`src/rtl/alu_pkg.sv`:
```
// Package alu_pkg
// Shared parameters and the control-word type for the add/subtract/AND unit.
// Assumes the operand width is at least two bits.
package alu_pkg;
    localparam int unsigned ALU_W_DEF = 4;

    // Decoded operation, kept for readability in the top module.
    typedef enum logic [1:0] {
        OP_AND_A = 2'b00,
        OP_AND_B = 2'b01,
        OP_ADD   = 2'b10,
        OP_SUB   = 2'b11
    } alu_op_e;
endpackage

```
`src/rtl/alu_full_adder.sv`:
```
// Module alu_full_adder
// One-bit full adder, the cell of the ripple chain. Pure combinational.
module alu_full_adder (
    input  logic x_i,
    input  logic y_i,
    input  logic c_i,
    output logic s_o,
    output logic c_o
);
    // Sum and carry of one bit position.
    always_comb begin
        s_o = x_i ^ y_i ^ c_i;
        c_o = (x_i & y_i) | (c_i & (x_i ^ y_i));
    end
endmodule

```
`src/rtl/alu_ripple_adder.sv`:
```
// Module alu_ripple_adder
// Ripple-carry adder built from W full-adder cells. It exposes the carry
// into the top bit and the carry out of it, for overflow detection.
// Assumes W >= 2.
module alu_ripple_adder #(
    parameter int unsigned W = 4
) (
    input  logic [W-1:0] x_i,
    input  logic [W-1:0] y_i,
    input  logic         cin_i,
    output logic [W-1:0] sum_o,
    output logic         c_msb_in_o,
    output logic         cout_o
);
    localparam int unsigned MSB = W - 1;

    logic [W:0] carry;

    // Chain input takes the external carry.
    always_comb carry[0] = cin_i;

    for (genvar i = 0; i < W; i++) begin : g_cell
        alu_full_adder u_fa (
            .x_i (x_i[i]),
            .y_i (y_i[i]),
            .c_i (carry[i]),
            .s_o (sum_o[i]),
            .c_o (carry[i+1])
        );
    end

    // Bring out the carries around the sign bit.
    always_comb begin
        c_msb_in_o = carry[MSB];
        cout_o     = carry[W];
    end
endmodule

```
`src/rtl/alu_xor_bank.sv`:
```
// Module alu_xor_bank
// Conditionally inverts a word: each bit is XORed with the shared control.
module alu_xor_bank #(
    parameter int unsigned W = 4
) (
    input  logic [W-1:0] d_i,
    input  logic         inv_i,
    output logic [W-1:0] q_o
);
    for (genvar i = 0; i < W; i++) begin : g_xor
        // One XOR gate per bit position.
        always_comb q_o[i] = d_i[i] ^ inv_i;
    end
endmodule

```
`src/rtl/alu_mux_bank.sv`:
```
// Module alu_mux_bank
// W two-input multiplexers that share one select line (1 picks in1_i).
module alu_mux_bank #(
    parameter int unsigned W = 4
) (
    input  logic [W-1:0] in0_i,
    input  logic [W-1:0] in1_i,
    input  logic         sel_i,
    output logic [W-1:0] q_o
);
    for (genvar i = 0; i < W; i++) begin : g_mux
        // Per-bit 2:1 selection.
        always_comb q_o[i] = sel_i ? in1_i[i] : in0_i[i];
    end
endmodule

```
`src/rtl/mux_alu.sv`:
```
// Module mux_alu
// Combinational add/subtract/AND unit. sel_arith=1 routes the shared adder
// out, sel_arith=0 routes A AND B. do_sub inverts B and feeds the carry-in.
// Overflow is signed and is held at 0 while AND is selected.
// Assumes settled, known inputs. No state, so no clock or reset.
module mux_alu
    import alu_pkg::*;
#(
    parameter int unsigned W = ALU_W_DEF
) (
    input  logic [W-1:0] opnd_a,
    input  logic [W-1:0] opnd_b,
    input  logic         sel_arith,
    input  logic         do_sub,
    output logic [W-1:0] result,
    output logic         ovf
);
    alu_op_e     op;
    logic [W-1:0] b_mod;
    logic [W-1:0] arith_sum;
    logic [W-1:0] and_word;
    logic         c_into_msb;
    logic         c_out_msb;

    // Decode the two control bits into a named operation.
    always_comb op = alu_op_e'({sel_arith, do_sub});

    alu_xor_bank #(.W(W)) u_inv (
        .d_i   (opnd_b),
        .inv_i (do_sub),
        .q_o   (b_mod)
    );

    alu_ripple_adder #(.W(W)) u_add (
        .x_i        (opnd_a),
        .y_i        (b_mod),
        .cin_i      (do_sub),
        .sum_o      (arith_sum),
        .c_msb_in_o (c_into_msb),
        .cout_o     (c_out_msb)
    );

    // Bitwise AND path.
    always_comb and_word = opnd_a & opnd_b;

    alu_mux_bank #(.W(W)) u_sel (
        .in0_i (and_word),
        .in1_i (arith_sum),
        .sel_i (sel_arith),
        .q_o   (result)
    );

    // Signed overflow: carry into sign bit differs from carry out, arithmetic only.
    always_comb ovf = ((op == OP_ADD) || (op == OP_SUB)) && (c_into_msb ^ c_out_msb);
endmodule

```
`config.mk`:
```
export PLATFORM = sky130hd
export DESIGN_NAME = mux_alu
export DESIGN_NICKNAME = d
export VERILOG_FILES = /design/src/rtl/alu_pkg.sv /design/src/rtl/alu_full_adder.sv /design/src/rtl/alu_ripple_adder.sv /design/src/rtl/alu_xor_bank.sv /design/src/rtl/alu_mux_bank.sv /design/src/rtl/mux_alu.sv
export SDC_FILE = /design/constraint.sdc
export NUM_CORES = 1
export LEC_CHECK = 0
export BUFFER_PORTS_ARGS = -buffer_cell sky130_fd_sc_hd__buf_2
export CAP_MARGIN = 20
export CORE_AREA = 2 2 39 41
export DETAILED_ROUTE_END_ITERATION = 10
export DIE_AREA = 0 0 41 43
export PLACE_DENSITY_LB_ADDON = 0.08
export SETUP_SLACK_MARGIN = 0.1
export SLEW_MARGIN = 20
export SYNTH_ARGS = -nofsm -noshare
export SYNTH_HDL_FRONTEND = slang
export SYNTH_SLANG_ARGS = --single-unit
```
`constraint.sdc`:
```
create_clock -name vclk -period 2.1
set_input_delay 0.315 -clock vclk [all_inputs]
set_output_delay 0.315 -clock vclk [all_outputs]
set_load 0.02 [all_outputs]
```
==> impl_metrics.tcl <==
set metrics [dict create \
    status "finished, violations left" \
    violations "setup timing" \
    die-area_sq_um 1760 \
    grt_pass1_wl_um 814 \
    comb_power_share_pct 100.0 \
    period_share_pct 118 \
    route.detailed.drc 0 \
    ant_nets 0 \
    place.gp.congestion 0.564 \
    die_w_um 41 \
    crit_top_cell "fa_2" \
    ctsHoldBuffers 0 \
    seq_cells 0 \
    p_per_area_nw_per_um2 352 \
    nNetsFinal 57 \
    whs_path_depth 4 \
    grtUsageTotal_pct 6.12 \
    wl_um 484 \
    grt_max_degree 9 \
    final_layout_size_suffix_gt1_share_pct 61.9 \
    slew-limit-headroom_pct 86.9 \
    synth_cell_type_count 9 \
    via_per_inst 3.64 \
    fill_cells 149 \
    routed-via-count 211 \
    synthesis.nets 36 \
    slew_violations 0 \
    multi_input_comb_area_sq_um 188 \
    tightest_slew_ps 196 \
    hold_viol 0 \
    synth_top_area_cell "fa_1" \
    maxCapViolations 0 \
    layout_setup_ws_ps -387 \
    ys_seq_area_share_pct 0 \
    drt_iter0_drc 0 \
    fmax_mhz 402 \
    overflow 0 \
    min_period_ps 2490 \
    critPathBufInv 2 \
    path_max_fanout 2 \
    netlist_instances 23 \
    coreArea_sq_um 1380 \
    seqPwrFrac_pct 0 \
    io_pins 15 \
    yosys.cell_count.top_type "nand2_1" \
    whs_ps 983 \
    required_ps 1780 \
    ir_worst_vdd_mv 0.184 \
    seqCellArea_sq_um 0 \
    syn2layout_area_growth_pct 101 \
    synth_area_leaders "fa_1, xor2_1, nand2_1" \
    hp-class "in -> out" \
    n_clock_buffer 0 \
    place.detailed.hpwl_um 434 \
    synthTopCellsByCount "nand2_1, o21ai_0, xor2_1" \
    min_to "result[3]" \
    power.switching_uw 60.0 \
    insertedDiodeCount 0 \
    slowest_stage "fa_2" \
    crit_arrival_ps 2170 \
    cpPeakStageDelay_ps 390 \
    crit_chain "buf_8 > xor2_2 > fa_2 > fa_2 > fa_2 > xor2_1 > and2_4 > buf_6" \
    syn_avg_cell_area_sq_um 7.62 \
    rsz0062_at_grt "yes" \
    setup-violations-final 2 \
    io_buffers 15 \
    routedWlPerCell_um 8.34 \
    internal_power_uw 64.1 \
    endpoint_kind "primary output" \
    row_count 14 \
    synth_warnings 0 \
    synth_top_area_share_pct 34.3 \
    crit_type "in -> out" \
    drt_first_pass_iters 1 \
    synth_area_sq_um 175 \
    cp.depth 8 \
    power_uw 124 \
    clkPwrFrac_pct 0 \
    floorplan.initialDensity_pct 12.7 \
    crit_family "adder cells" \
    final_core_util_pct 25.5 \
    chipHeight_um 43 \
    switching_share_pct 48.4 \
    p_leak_uw 0.000173 \
    antenna_found_initial 0 \
    grt_pass1_vias 197 \
    critPathLaunchType "primary input" \
    worstHoldStart "opnd_b[3]" \
]
final cells by class:
type / instances / area share, %
tap: 16 / 5.67
inverter: 1 / 1.06
timing repair buffer: 20 / 40.1
multi-input combinational: 21 / 53.2
layer usage:
layer  part of all wire, %  vias to the layer above  global-route usage [%]  wire [um]
met5                     0                        -                       0          0
met4                     0                        0                       0          0
met2                    55                        7                    11.3        266
li1                      -                      110                       -          -
met3                   5.8                        0                       0         28
met1                    39                       94                    8.04        188
power by group through the flow:
stage / Clock (uW) / Sequential (uW) / Combinational [uW]
2_1_floorplan: 0 / 0 / 68.4
3_3_place_gp: 0 / 0 / 109
3_5_place_dp: 0 / 0 / 110
4_1_cts: 0 / 0 / 125
5_1_grt: 0 / 0 / 139
6_report: 0 / 0 / 124
worst max-delay path by stage:
stage,from,endpoint,slack (ps)
6_report,opnd_b[1],ovf,-390
5_1_grt,opnd_b[1],result[3],-440
4_1_cts,opnd_b[1],result[3],-390
3_5_place_dp,do_sub,ovf,-470
3_3_place_gp,do_sub,result[3],-450
2_1_floorplan,do_sub,result[3],-180
repair_timing:
action,4_1_cts,5_1_grt
setup buffers,1,0
gates resized for setup,8,2
setup endpoints to repair,3,3
pin swaps,5,1
hold endpoints to repair,0,0
per-stage QoR:
| step | setup TNS (ps) | instances | cell area (sq um) | worst slack [ps] |
|---|---|---|---|---|
| 5_1_grt | -936 | 58 | 353 | -436 |
| 2_1_floorplan | -345 | 23 | 196 | -176 |
| 4_1_cts | -784 | 58 | 349 | -394 |
| 6_report | -773 | 58 | 353 | -387 |
| 3_5_place_dp | -989 | 57 | 317 | -465 |
| 3_3_place_gp | -964 | 57 | 317 | -452 |
cell usage in the layout, fill, tap and decap left out:
master / n
buf_8: 1
and2_4: 1
o21ai_0: 2
buf_4: 5
mux2i_1: 1
buf_6: 3
xnor2_1: 1
xor2_2: 1
xor2_1: 3
inv_1: 1
fa_2: 3
nand2_1: 7
o21ai_1: 1
buf_2: 11
o21ai_2: 1
kinds of logic (layout without fill, tap and decap cells):
kind of cell,count (synthesis),count (layout),share of synthesized area [%]
AOI/OAI and AO/OA,4,4,11.4
xor gates and xnor gates,5,5,25.0
and+or+nand+nor,8,8,18.6
muxes,1,1,5.71
buffers and inverters,2,21,5.00
adders and majority gates,3,3,34.3
No activity file was read; power rests on OpenSTA's default activity.
